$ cat config.mk
export PLATFORM = sky130hd
export DESIGN_NAME = pipe_hazard_ctrl
export DESIGN_NICKNAME = d
export VERILOG_FILES = /design/src/rtl/pipe_hazard_pkg.sv /design/src/rtl/pipe_fwd_select.sv /design/src/rtl/pipe_wm_store_fwd.sv /design/src/rtl/pipe_load_use.sv /design/src/rtl/pipe_hazard_ctrl.sv
export SDC_FILE = /design/constraint.sdc
export NUM_CORES = 1
export LEC_CHECK = 0
export BUFFER_PORTS_ARGS = -buffer_cell sky130_fd_sc_hd__buf_2
export CAP_MARGIN = 15
export CELL_PAD_IN_SITES_DETAIL_PLACEMENT = 1
export CELL_PAD_IN_SITES_GLOBAL_PLACEMENT = 1
export CORE_UTILIZATION = 24
export DETAILED_ROUTE_END_ITERATION = 8
export PLACE_DENSITY_LB_ADDON = 0.1
export SYNTH_ARGS = -nofsm -noshare
export SYNTH_HDL_FRONTEND = slang
export SYNTH_SLANG_ARGS = --single-unit
$ cat constraint.sdc
create_clock -name vclk -period 2.6
set_input_delay 0.39 -clock vclk [all_inputs]
set_output_delay 0.39 -clock vclk [all_outputs]
set_load 0.05 [all_outputs]
$ cat src/rtl/pipe_hazard_pkg.sv
package pipe_hazard_pkg;

  localparam int unsigned OPC_W = 3;

  typedef enum logic [OPC_W-1:0] {
    OPC_NOP    = 3'd0,
    OPC_ALU    = 3'd1,
    OPC_LOAD   = 3'd2,
    OPC_STORE  = 3'd3,
    OPC_BRANCH = 3'd4
  } opc_e;

  typedef enum logic [1:0] {
    SRC_XM = 2'd0,
    SRC_MW = 2'd1,
    SRC_RF = 2'd2
  } fwd_src_e;

  // Only these classes leave a result in the register file.
  function automatic logic writes_reg(opc_e op);
    return (op == OPC_ALU) || (op == OPC_LOAD);
  endfunction

endpackage

$ cat src/rtl/pipe_fwd_select.sv
module pipe_fwd_select
  import pipe_hazard_pkg::*;
#(
  parameter int unsigned RIDX_W = 5
) (
  input  logic              use_vld,
  input  logic [RIDX_W-1:0] src,
  input  logic              xm_vld,
  input  opc_e              xm_op,
  input  logic [RIDX_W-1:0] xm_rd,
  input  logic              mw_vld,
  input  opc_e              mw_op,
  input  logic [RIDX_W-1:0] mw_rd,
  output fwd_src_e          sel
);

  function automatic logic producer_hit(logic vld, opc_e op,
                                        logic [RIDX_W-1:0] rd,
                                        logic [RIDX_W-1:0] s);
    return vld && writes_reg(op) && (rd != '0) && (rd == s);
  endfunction

  logic xm_hit;
  logic mw_hit;

  assign xm_hit = use_vld && producer_hit(xm_vld, xm_op, xm_rd, src);
  assign mw_hit = use_vld && producer_hit(mw_vld, mw_op, mw_rd, src);

  always_comb begin
    if (xm_hit)      sel = SRC_XM;
    else if (mw_hit) sel = SRC_MW;
    else             sel = SRC_RF;
  end

  always_comb begin
    if (xm_hit) AST_XM_WINS: assert (sel == SRC_XM);
    if (src == '0) AST_R0_NO_FWD: assert (sel == SRC_RF);
    if (!use_vld) AST_IDLE_USES_RF: assert (sel == SRC_RF);
  end

endmodule

$ cat src/rtl/pipe_wm_store_fwd.sv
module pipe_wm_store_fwd
  import pipe_hazard_pkg::*;
#(
  parameter int unsigned RIDX_W = 5
) (
  input  logic              xm_vld,
  input  opc_e              xm_op,
  input  logic [RIDX_W-1:0] xm_rs2,
  input  logic              mw_vld,
  input  opc_e              mw_op,
  input  logic [RIDX_W-1:0] mw_rd,
  output logic              st_fwd
);

  logic store_in_mem;
  logic data_hit;

  assign store_in_mem = xm_vld && (xm_op == OPC_STORE);
  assign data_hit     = mw_vld && writes_reg(mw_op) && (mw_rd != '0) && (mw_rd == xm_rs2);
  assign st_fwd       = store_in_mem && data_hit;

  always_comb begin
    if (st_fwd) AST_WM_ONLY_STORE: assert (xm_op == OPC_STORE && xm_rs2 != '0);
  end

endmodule

$ cat src/rtl/pipe_load_use.sv
module pipe_load_use
  import pipe_hazard_pkg::*;
#(
  parameter int unsigned RIDX_W = 5
) (
  input  logic              fd_vld,
  input  opc_e              fd_op,
  input  logic [RIDX_W-1:0] fd_rs1,
  input  logic [RIDX_W-1:0] fd_rs2,
  input  logic              dx_vld,
  input  opc_e              dx_op,
  input  logic [RIDX_W-1:0] dx_rd,
  output logic              hazard
);

  logic load_in_ex;
  logic fd_reads;
  logic rs1_dep;
  logic rs2_dep;

  assign load_in_ex = dx_vld && (dx_op == OPC_LOAD) && (dx_rd != '0);
  assign fd_reads   = fd_vld && (fd_op != OPC_NOP);
  assign rs1_dep    = (fd_rs1 == dx_rd);
  // Store data is picked up late through the writeback-to-memory path.
  assign rs2_dep    = (fd_rs2 == dx_rd) && (fd_op != OPC_STORE);
  assign hazard     = load_in_ex && fd_reads && (rs1_dep || rs2_dep);

  always_comb begin
    if (hazard) AST_STALL_NEEDS_LOAD: assert (dx_vld && dx_op == OPC_LOAD);
    if (hazard && fd_op == OPC_STORE) AST_STORE_STALL_RS1: assert (fd_rs1 == dx_rd);
    if (!fd_vld) AST_EMPTY_FD_NO_STALL: assert (!hazard);
  end

endmodule

$ cat src/rtl/pipe_hazard_ctrl.sv
module pipe_hazard_ctrl
  import pipe_hazard_pkg::*;
#(
  parameter int unsigned RIDX_W = 5
) (
  input  logic              fd_valid,
  input  logic [OPC_W-1:0]  fd_op,
  input  logic [RIDX_W-1:0] fd_rs1,
  input  logic [RIDX_W-1:0] fd_rs2,
  input  logic              dx_valid,
  input  logic [OPC_W-1:0]  dx_op,
  input  logic [RIDX_W-1:0] dx_rs1,
  input  logic [RIDX_W-1:0] dx_rs2,
  input  logic [RIDX_W-1:0] dx_rd,
  input  logic              xm_valid,
  input  logic [OPC_W-1:0]  xm_op,
  input  logic [RIDX_W-1:0] xm_rs2,
  input  logic [RIDX_W-1:0] xm_rd,
  input  logic              mw_valid,
  input  logic [OPC_W-1:0]  mw_op,
  input  logic [RIDX_W-1:0] mw_rd,
  input  logic              br_taken,
  output logic [1:0]        alu_a_sel,
  output logic [1:0]        alu_b_sel,
  output logic              st_data_sel,
  output logic              stall_fd,
  output logic              bubble_dx,
  output logic              flush_fd,
  output logic              flush_dx
);

  localparam int unsigned N_ALU_IN = 2;

  opc_e fd_opc, dx_opc, xm_opc, mw_opc;
  assign fd_opc = opc_e'(fd_op);
  assign dx_opc = opc_e'(dx_op);
  assign xm_opc = opc_e'(xm_op);
  assign mw_opc = opc_e'(mw_op);

  logic [RIDX_W-1:0] ex_src [N_ALU_IN];
  fwd_src_e          ex_sel [N_ALU_IN];

  assign ex_src[0] = dx_rs1;
  assign ex_src[1] = dx_rs2;

  for (genvar g = 0; g < N_ALU_IN; g++) begin : g_alu_in
    pipe_fwd_select #(.RIDX_W(RIDX_W)) u_sel (
      .use_vld (dx_valid),
      .src     (ex_src[g]),
      .xm_vld  (xm_valid),
      .xm_op   (xm_opc),
      .xm_rd   (xm_rd),
      .mw_vld  (mw_valid),
      .mw_op   (mw_opc),
      .mw_rd   (mw_rd),
      .sel     (ex_sel[g])
    );
  end

  assign alu_a_sel = ex_sel[0];
  assign alu_b_sel = ex_sel[1];

  pipe_wm_store_fwd #(.RIDX_W(RIDX_W)) u_wm (
    .xm_vld (xm_valid),
    .xm_op  (xm_opc),
    .xm_rs2 (xm_rs2),
    .mw_vld (mw_valid),
    .mw_op  (mw_opc),
    .mw_rd  (mw_rd),
    .st_fwd (st_data_sel)
  );

  logic lu_hazard;

  pipe_load_use #(.RIDX_W(RIDX_W)) u_lu (
    .fd_vld (fd_valid),
    .fd_op  (fd_opc),
    .fd_rs1 (fd_rs1),
    .fd_rs2 (fd_rs2),
    .dx_vld (dx_valid),
    .dx_op  (dx_opc),
    .dx_rd  (dx_rd),
    .hazard (lu_hazard)
  );

  // A taken branch squashes the stalled instruction, so the flush wins.
  logic hold_front;
  assign hold_front = lu_hazard && !br_taken;
  assign stall_fd   = hold_front;
  assign bubble_dx  = hold_front;
  assign flush_fd   = br_taken;
  assign flush_dx   = br_taken;

  always_comb begin
    if (lu_hazard && !br_taken) AST_STALL_HOLDS_FRONT: assert (stall_fd && bubble_dx && !flush_fd && !flush_dx);
    if (br_taken) AST_FLUSH_OVER_STALL: assert (!stall_fd && !bubble_dx && flush_fd && flush_dx);
  end

endmodule

==> impl_metrics.csv, run 1 <==
group,metric,value,unit
sta,grt_setup_unrepaired,"no",
pwr,clockPowerShare,0,%
logic_synthesis,synth_compound_gate_area_share,10.4,%
grt,global_route.overflow_total,0,
grt,grt_max_degree,5,
clock_tree,post-cts-setup-buffers,0,
pwr,leakagePower,0.435,nW
pwr,sw_frac_of_total,49.9,%
grt,globalRouteMet2Util,33.3,%
grt,total_global_routing_track_utilization,15.4,%
logic_synthesis,xor_and_xnor_fraction_of_the_mapped_netlist_area,56.3,%
route,drc_markers,0,
grt,gr-usage-met3,0.595,%
sta,final-setup-viol-count,0,
critical_path,crit_required,2.21,ns
route,drt_first_pass_iters,3,
clock_tree,cts_hold_repair.buffers,0,
pwr,ir_worst_vdd,53.8,uV
logic_synthesis,synth_area_leader_cell,"sky130_fd_sc_hd__xor2_1",
sta,timing_hold_violations_final,0,
layout,drive_above_1_share,51.8,%
pwr,p_seq_share,0,%
grt,gr-max-usage-layer,"met2",
critical_path,buffers_plus_inverters_on_the_worst_setup_path,2,
logic_synthesis,synth.avg_cell_area,7.67,um2
grt,grt_antenna_before_repair,0,
layout,final_net_count,198,
sta,timing.final.crit_share,88.7,%
logic_synthesis,yosys.cell_count.top_type,"sky130_fd_sc_hd__xor2_1",
logic_synthesis,yosysWarningCount,0,
sta,maxSlewViolCount,0,
placed_design,pre_cts_slack,0.300,ns
worst_hold_path,hp-class,"in2out",
grt,vias_in_the_first_global_route,792,
critical_path,timing.critical_path.mode_cell,"sky130_fd_sc_hd__buf_2",
logic_synthesis,main_combinational_cell_family_by_area_after_synthesis,"XOR/XNOR gates",
pwr,power_per_cell_area,149,nW/um2
layout,numSequentialCells,0,
sta,totalNegativeSetupSlack,0,ns
die,start_util,25.8,%
grt,grt_first_pass_wirelength,3.16,mm
logic_synthesis,post_synth_mux_area_share,0,%
route,post_drt_wl_per_cell,11.5,um
pwr,p_total,0.000138,W
die,die_area,2600,um2
logic_synthesis,yosysSeqAreaShare,0,%
pwr,power.combinational.fraction,100.0,%
logic_synthesis,yosys.area_share.adder,0,%
route,antenna_left,0,
grt,gr-usage-met1,16.8,%
critical_path,worst_setup_path_start_kind,"primary input",
placed_design,place_hpwl,1.79,mm
job,timing.max_cap.violations,0,
die,core_area,2230,um2
critical_path,critical_path.endpoint_type,"primary output",
logic_synthesis,synth-simple-area-share,28.0,%
logic_synthesis,synth.top_cells.by_count,"21 x sky130_fd_sc_hd__xor2_1, 16 x sky130_fd_sc_hd__xnor2_1, 6 x sky130_fd_sc_hd__nor3_1",
logic_synthesis,post_synthesis_instance_area,576,um2
sta,slew-limit-headroom,70.6,%
logic_synthesis,syn-instance-count,75,
critical_path,cp_max_fo,3,
pwr,intPower,0.0000694,W
placed_design,port_buffers,66,
route,routed-via-count,790,
placed_design,gp_congestion,0.809,
layout,n_clock_buffer,0,
critical_path,worst_path_dominant_cell_family,"simple AND/OR/NAND/NOR gates",
die,die_h,51.0,um
route,totalWireLength,1.92,mm
route,drc_marker_count_from_the_first_detailed_route_iteration,4,
logic_synthesis,netlist-cell-type-count,21,
logic_synthesis,synthesis.nets,132,
die,placement_rows,17,
critical_path,timing.critical_path.slowest_stage_cell,"sky130_fd_sc_hd__or4_1",
layout,seq_area,0,um2
clock_tree,cts_resized,0,
layout,num_antenna_cells,0,
layout,synthToLayoutAreaGrowth,61.7,%
pwr,total_switching_power,0.0000691,W
critical_path,worstSetupPathType,"in2out",
die,ioPinCount,66,
status,outcome,"finished, final reports clean",
sta,achievable-frequency,433,MHz
sta,tightest_slew,0.437,ns
route,post_drt_via_cell_ratio,4.73,
critical_path,critical_path.max_stage_delay,0.54,ns
die,die_w,51.0,um
logic_synthesis,synth.top_cells.by_area,"sky130_fd_sc_hd__xor2_1 32%, sky130_fd_sc_hd__xnor2_1 24%, sky130_fd_sc_hd__nor3_1 5.2%",
critical_path,worstPathArrival,1.92,ns
critical_path,crit_path_cell_trace,"buf_2 -> or4_1 -> o2111ai_2 -> nor4_1 -> nor4_2 -> buf_2",
sta,layout_setup_ws,0.293,ns
logic_synthesis,netlist.area_leader.share,32.0,%
sta,min_period,2.31,ns
-- power by group through the flow --
| stage | Combinational, W | Clock (W) | Sequential (W) |
|---|---|---|---|
| 2_1_floorplan | 0.0000672 | 0 | 0 |
| 3_5_place_dp | 0.000140 | 0 | 0 |
| 6_report | 0.000138 | 0 | 0 |
| 4_1_cts | 0.000140 | 0 | 0 |
| 3_3_place_gp | 0.000137 | 0 | 0 |
| 5_1_grt | 0.000153 | 0 | 0 |
-- placed cells by master (no fill, tap or decap) --
cell type,instances
sky130_fd_sc_hd__o2111ai_2,2
sky130_fd_sc_hd__o211ai_1,1
sky130_fd_sc_hd__buf_4,1
sky130_fd_sc_hd__nor4_2,1
sky130_fd_sc_hd__xnor2_1,16
sky130_fd_sc_hd__and4b_1,1
sky130_fd_sc_hd__nand3_1,4
sky130_fd_sc_hd__buf_2,66
sky130_fd_sc_hd__nand2_1,2
sky130_fd_sc_hd__nor2_2,1
sky130_fd_sc_hd__xor2_1,21
sky130_fd_sc_hd__nor4_1,3
sky130_fd_sc_hd__a211oi_2,1
sky130_fd_sc_hd__nor2_1,2
sky130_fd_sc_hd__nor2b_1,1
sky130_fd_sc_hd__inv_1,2
sky130_fd_sc_hd__nand4_1,3
sky130_fd_sc_hd__a41oi_1,1
sky130_fd_sc_hd__or4_1,2
sky130_fd_sc_hd__nor4b_1,1
sky130_fd_sc_hd__a31oi_1,1
sky130_fd_sc_hd__nor3_1,6
-- final cells by class --
cell class | instances | area, um2
fillers | 320 | 1300
inverters | 2 | 7.51
multi-input cells | 70 | 551
well taps | 28 | 35.0
repair buffers | 67 | 338
-- kinds of logic after synthesis --
| family | after synthesis |
|---|---|
| AO/OA/AOI/OAI | 6 |
| XOR/XNOR | 37 |
| buffers and inverters | 5 |
| AND/OR/NAND/NOR | 27 |
-- worst paths after layout --
kind  startpoint      endpoint  slack [ns]  depth (start not counted)
max     xm_rd[0]  alu_a_sel[0]        0.29                          6
min     br_taken      flush_fd        1.09                          2
-- metrics by stage --
step	utilization, %	cell area, um2	instances	hold slack (ns)
2_1_floorplan	-	581	75	0.947
3_3_place_gp	41.7	931	167	1.09
3_5_place_dp	41.7	931	167	1.09
4_1_cts	41.7	931	167	1.09
5_1_grt	41.7	931	167	1.10
6_report	41.7	931	167	1.09
-- per-layer routing --
layer	part of all wire (%)	up-vias
met1	37	362
met4	0	0
met3	6.4	0
li1	-	395
met5	0	-
met2	56	33
No activity file was read; power rests on OpenSTA's default activity.
==> inputs of run 2 (changes only) <==
--- a/config.mk
+++ b/config.mk
@@ -9,7 +9,7 @@
 export CAP_MARGIN = 15
 export CELL_PAD_IN_SITES_DETAIL_PLACEMENT = 1
 export CELL_PAD_IN_SITES_GLOBAL_PLACEMENT = 1
-export CORE_UTILIZATION = 24
+export CORE_UTILIZATION = 22
 export DETAILED_ROUTE_END_ITERATION = 8
 export PLACE_DENSITY_LB_ADDON = 0.1
 export SYNTH_ARGS = -nofsm -noshare
==> constraint.sdc (replaced) <==
create_clock -name vclk -period 2.2
set_input_delay 0.33 -clock vclk [all_inputs]
set_output_delay 0.33 -clock vclk [all_outputs]
set_load 0.05 [all_outputs]
==> impl_metrics.csv, run 2 (synthesis results as in run 1) <==
group,metric,value,unit
route,post_drt_via_cell_ratio,4.70,
layout,fin_cells,169,
sta,maxSlewViolCount,0,
sta,totalNegativeSetupSlack,0,ns
die,die_w,53.2,um
layout,layout.cells.most_common_list,"62 x sky130_fd_sc_hd__buf_2, 21 x sky130_fd_sc_hd__xor2_1, 16 x sky130_fd_sc_hd__xnor2_1, 6 x sky130_fd_sc_hd__nor3_1",
critical_path,cp_max_fo,3,
sta,achievable-frequency,468,MHz
sta,min_period,2.14,ns
critical_path,worst_setup_path_start_kind,"primary input",
critical_path,critical_path.max_stage_delay,0.54,ns
critical_path,path_depth,6,
worst_hold_path,whs_path_depth,2,
die,die_area,2820,um2
die,start_util,23.2,%
route,drt_first_pass_iters,2,
grt,total_global_routing_track_utilization,15.1,%
layout,num_antenna_cells,0,
placed_design,port_buffers,66,
critical_path,crit_path_cell_trace,"buf_6 -> or4_4 -> o2111ai_4 -> nor4_1 -> and4b_1 -> buf_6",
layout,n_clock_buffer,0,
critical_path,worstSetupEndpoint,"alu_b_sel[0]",
pwr,leakagePower,0.447,nW
route,drc_marker_count_from_the_first_detailed_route_iteration,3,
grt,vias_in_the_first_global_route,756,
die,core_area,2480,um2
sta,slew-limit-headroom,68.2,%
layout,numSequentialCells,0,
pwr,ir_worst_vdd,84.9,uV
die,die_h,53.2,um
critical_path,critical_path.endpoint_type,"primary output",
critical_path,buffers_plus_inverters_on_the_worst_setup_path,2,
pwr,power_per_cell_area,175,nW/um2
critical_path,worstSetupPathType,"in2out",
die,placement_rows,18,
grt,grt_max_degree,5,
layout,finalInstanceArea,1010,um2
die,ioPinCount,66,
route,drc_markers,0,
layout,drive_above_1_share,54.7,%
sta,timing.hold.ws,0.971,ns
placed_design,placed_cells_incl_taps,169,
route,routed-via-count,795,
worst_hold_path,hp-class,"in2out",
route,antenna_left,0,
layout,most_common_cell_after_layout_fill_and_taps_aside,"sky130_fd_sc_hd__buf_2",
sta,tightest_slew,0.472,ns
route,totalWireLength,2.09,mm
sta,final-setup-viol-count,0,
grt,grt_antenna_before_repair,0,
sta,timing_hold_violations_final,0,
placed_design,placed_area,956,um2
critical_path,timing.critical_path.mode_cell,"sky130_fd_sc_hd__buf_6",
sta,timing.final.crit_share,97.2,%
job,timing.max_cap.violations,0,
layout,final_net_count,198,
layout,seq_area,0,um2
clock_tree,cts_hold_repair.buffers,0,
clock_tree,post-cts-setup-buffers,0,
critical_path,worstPathArrival,1.81,ns
grt,global_route.overflow_total,0,
placed_design,place_hpwl,1.89,mm
critical_path,crit_required,1.87,ns
critical_path,timing.critical_path.slowest_stage_cell,"sky130_fd_sc_hd__or4_4",
critical_path,crit_start,"xm_rd[4]",
status,outcome,"finished, final reports clean",
critical_path,worst_path_dominant_cell_family,"simple AND/OR/NAND/NOR gates",
layout,synthToLayoutAreaGrowth,75.7,%
route,post_drt_wl_per_cell,12.3,um
placed_design,gp_congestion,0.732,
grt,grt_first_pass_wirelength,3.19,mm
-- run 2: final cells by class --
type,instances,area (um2)
fillers,329,1470
inverters,2,7.51
multi-input cells,70,603
well taps,30,37.5
repair buffers,67,363
-- run 2: report_power, final --
| group | switching, W | internal (W) | total [W] |
|---|---|---|---|
| sequential | 0 | 0 | 0 |
| combinational | 0.0000907 | 0.0000857 | 0.000176 |
| clock | 0 | 0 | 0 |
-- run 2: worst min-delay path by stage --
| stage | from | to |
|---|---|---|
| global placement | br_taken | flush_fd |
| global route | br_taken | flush_fd |
| CTS | br_taken | flush_fd |
| finish | br_taken | flush_fd |
| detailed placement | br_taken | flush_fd |
| floorplan | br_taken | flush_dx |
-- run 2: through the flow --
step           util (%)  setup slack (ns)  power (W)
2_1_floorplan         -           -0.0661  0.0000822
3_3_place_gp       38.6            0.0573   0.000165
3_5_place_dp       38.6           -0.0337   0.000169
4_1_cts            38.7            0.0111   0.000170
5_1_grt            40.8          -0.00394   0.000194
6_report           40.8            0.0616   0.000176
-- run 2: repair_timing --
action / CTS / global route
pin swaps: 0 / 4
cloned: 0 / 0
resized for setup: 1 / 12
setup endpoints to repair: 1 / 3
-- run 2: routing by layer --
metal  track usage, %  vias up  wire [um]
met3            0.862        2        139
met2             31.9       43       1120
li1                 -      395          -
met4                0        0         21
met1             16.8      355        802
met5                0        -          0
==> inputs of run 3 (changes only) <==
--- a/config.mk
+++ b/config.mk
@@ -5,11 +5,12 @@
 export SDC_FILE = /design/constraint.sdc
 export NUM_CORES = 1
 export LEC_CHECK = 0
+export ABC_AREA = 1
 export BUFFER_PORTS_ARGS = -buffer_cell sky130_fd_sc_hd__buf_2
 export CAP_MARGIN = 15
 export CELL_PAD_IN_SITES_DETAIL_PLACEMENT = 1
 export CELL_PAD_IN_SITES_GLOBAL_PLACEMENT = 1
-export CORE_UTILIZATION = 22
+export CORE_UTILIZATION = 24
 export DETAILED_ROUTE_END_ITERATION = 8
 export PLACE_DENSITY_LB_ADDON = 0.1
 export SYNTH_ARGS = -nofsm -noshare
==> impl_metrics.csv, run 3 <==
group,metric,value,unit
die,die_w,63.9,um
grt,total_global_routing_track_utilization,16.7,%
worst_hold_path,hp-class,"in2out",
logic_synthesis,synth_area_leader_cell,"sky130_fd_sc_hd__nand2_1",
grt,grt_first_pass_wirelength,5.69,mm
grt,global_route.overflow_total,0,
grt,vias_in_the_first_global_route,1330,
layout,final.fill_count,579,
sta,timing_hold_violations_final,0,
critical_path,critical_path.endpoint_type,"primary output",
die,placement_rows,22,
layout,layout.cells.most_common_list,"93 x sky130_fd_sc_hd__nand2_1, 66 x sky130_fd_sc_hd__buf_2, 43 x sky130_fd_sc_hd__nor2_1, 38 x sky130_fd_sc_hd__inv_1, 14 x sky130_fd_sc_hd__nand3_1",
clock_tree,post-cts-setup-buffers,0,
die,core_area,3660,um2
route,routed-via-count,1414,
logic_synthesis,synthesis.nets,276,
sta,min_period,1.67,ns
layout,numSequentialCells,0,
die,die_area,4080,um2
logic_synthesis,yosys.cell_count.top_type,"sky130_fd_sc_hd__nand2_1",
sta,tightest_slew,0.256,ns
logic_synthesis,synth.avg_cell_area,4.20,um2
clock_tree,cts_hold_repair.buffers,0,
route,post_drt_wl_per_cell,9.99,um
die,start_util,25.1,%
logic_synthesis,netlist.area_leader.share,38.0,%
sta,maxSlewViolCount,0,
placed_design,placed_area,1290,um2
sta,totalNegativeSetupSlack,0,ns
critical_path,cp_max_fo,5,
sta,grt_setup_unrepaired,"no",
layout,drive_above_1_share,28.7,%
logic_synthesis,post_synthesis_instance_area,920,um2
logic_synthesis,syn-instance-count,219,
route,drc_markers,0,
critical_path,worstPathArrival,1.34,ns
sta,timing.final.crit_share,75.7,%
pwr,p_total,0.000213,W
sta,layout_setup_ws,0.534,ns
critical_path,worstSetupPathType,"in2out",
placed_design,port_buffers,66,
job,timing.max_cap.violations,0,
pwr,ir_worst_vdd,43.7,uV
sta,final-setup-viol-count,0,
pwr,power_per_cell_area,165,nW/um2
layout,final_net_count,341,
sta,timing.hold.ws,0.970,ns
layout,finalInstanceArea,1290,um2
die,die_h,63.9,um
critical_path,worst_setup_path_start_kind,"primary input",
logic_synthesis,yosysWarningCount,0,
worst_hold_path,whs_path_depth,2,
status,outcome,"finished, final reports clean",
sta,slew-limit-headroom,83.1,%
layout,seq_area,0,um2
critical_path,crit_required,1.87,ns
route,drc_marker_count_from_the_first_detailed_route_iteration,39,
logic_synthesis,synth.top_cells.by_area,"sky130_fd_sc_hd__nand2_1 38%, sky130_fd_sc_hd__nor2_1 18%, sky130_fd_sc_hd__inv_1 16%",
placed_design,gp_congestion,0.860,
layout,most_common_cell_after_layout_fill_and_taps_aside,"sky130_fd_sc_hd__nand2_1",
layout,n_clock_buffer,0,
layout,synthToLayoutAreaGrowth,40.0,%
logic_synthesis,synth.top_cells.by_count,"93 x sky130_fd_sc_hd__nand2_1, 43 x sky130_fd_sc_hd__nor2_1, 38 x sky130_fd_sc_hd__inv_1",
route,post_drt_via_cell_ratio,4.28,
logic_synthesis,yosysSeqAreaShare,0,%
route,drt_first_pass_iters,4,
grt,grt_antenna_before_repair,0,
clock_tree,cts_resized,0,
grt,grt_max_degree,8,
worst_hold_path,hold_end,"flush_fd",
pwr,leakagePower,0.888,nW
worst_hold_path,worst_min_delay_path_startpoint,"br_taken",
layout,num_antenna_cells,0,
route,antenna_left,0,
logic_synthesis,netlist-cell-type-count,18,
route,totalWireLength,3.30,mm
placed_design,pre_cts_slack,0.528,ns
sta,achievable-frequency,600,MHz
placed_design,place_hpwl,3.05,mm
die,ioPinCount,66,
[run 3: changes by cell type after synthesis, sizes merged, moves of 11 or more]
cell | before | now
xnor2 | 16 | 1
nand3 | 4 | 15
inv | 2 | 45
nand2 | 2 | 96
nor2 | 3 | 46
xor2 | 21 | 3
[run 3: cell type report]
cell class	instances	area [um2]	area share [%]
Inverter	45	169	13.1
Multi-Input combinational cell	171	728	56.6
Tap cell	48	60.1	4.66
Timing Repair Buffer	66	330	25.7
[run 3: critical path, stage by stage]
cell and delay, ns:
sky130_fd_sc_hd__buf_2 0.13, sky130_fd_sc_hd__nor2_1 0.11, sky130_fd_sc_hd__inv_1 0.06, sky130_fd_sc_hd__nor2_2 0.14, sky130_fd_sc_hd__nor2_4 0.05, sky130_fd_sc_hd__inv_2 0.08
sky130_fd_sc_hd__nor2_1 0.05, sky130_fd_sc_hd__nor2_1 0.10, sky130_fd_sc_hd__buf_2 0.28
[run 3: logic make-up after synthesis]
group                     count (synthesis)  synth area share, %
xor gates and xnor gates                  4                 3.81
buffers and inverters                    48                 20.8
and+or+nand+nor                         162                 72.5
AOI/OAI and AO/OA                         5                 2.86
[run 3: layer usage]
layer  GRT usage, %  up-vias  part of all wire, %
met5              0        -                    0
met1           23.5      622                   52
li1               -      767                    -
met3          0.357        0                  3.1
met4              0        0                    0
met2           29.8       25                   45
[run 3: power by group]
part           total, W  internal [W]  switching [W]
Combinational  0.000213     0.0000855       0.000127
Clock                 0             0              0
Sequential            0             0              0
Total          0.000213     0.0000855       0.000127
[run 3: worst max path at each step]
stage / startpoint / end / slack, ns / depth (start not counted)
after floorplan: dx_rd[2] / stall_fd / 0.09 / 7
final: mw_rd[1] / alu_a_sel[1] / 0.53 / 9
after CTS: mw_rd[1] / alu_a_sel[1] / 0.52 / 9
after global placement: mw_rd[1] / alu_a_sel[1] / 0.52 / 9
after detailed placement: mw_rd[1] / alu_a_sel[1] / 0.53 / 9
after global routing: mw_rd[3] / alu_a_sel[1] / 0.42 / 9
[run 3: stage by stage]
| stage | std cells | utilization [%] |
|---|---|---|
| after floorplan | 219 | - |
| final | 330 | 35.2 |
| after global routing | 330 | 35.2 |
| after detailed placement | 330 | 35.2 |
| after CTS | 330 | 35.2 |
| after global placement | 330 | 35.2 |
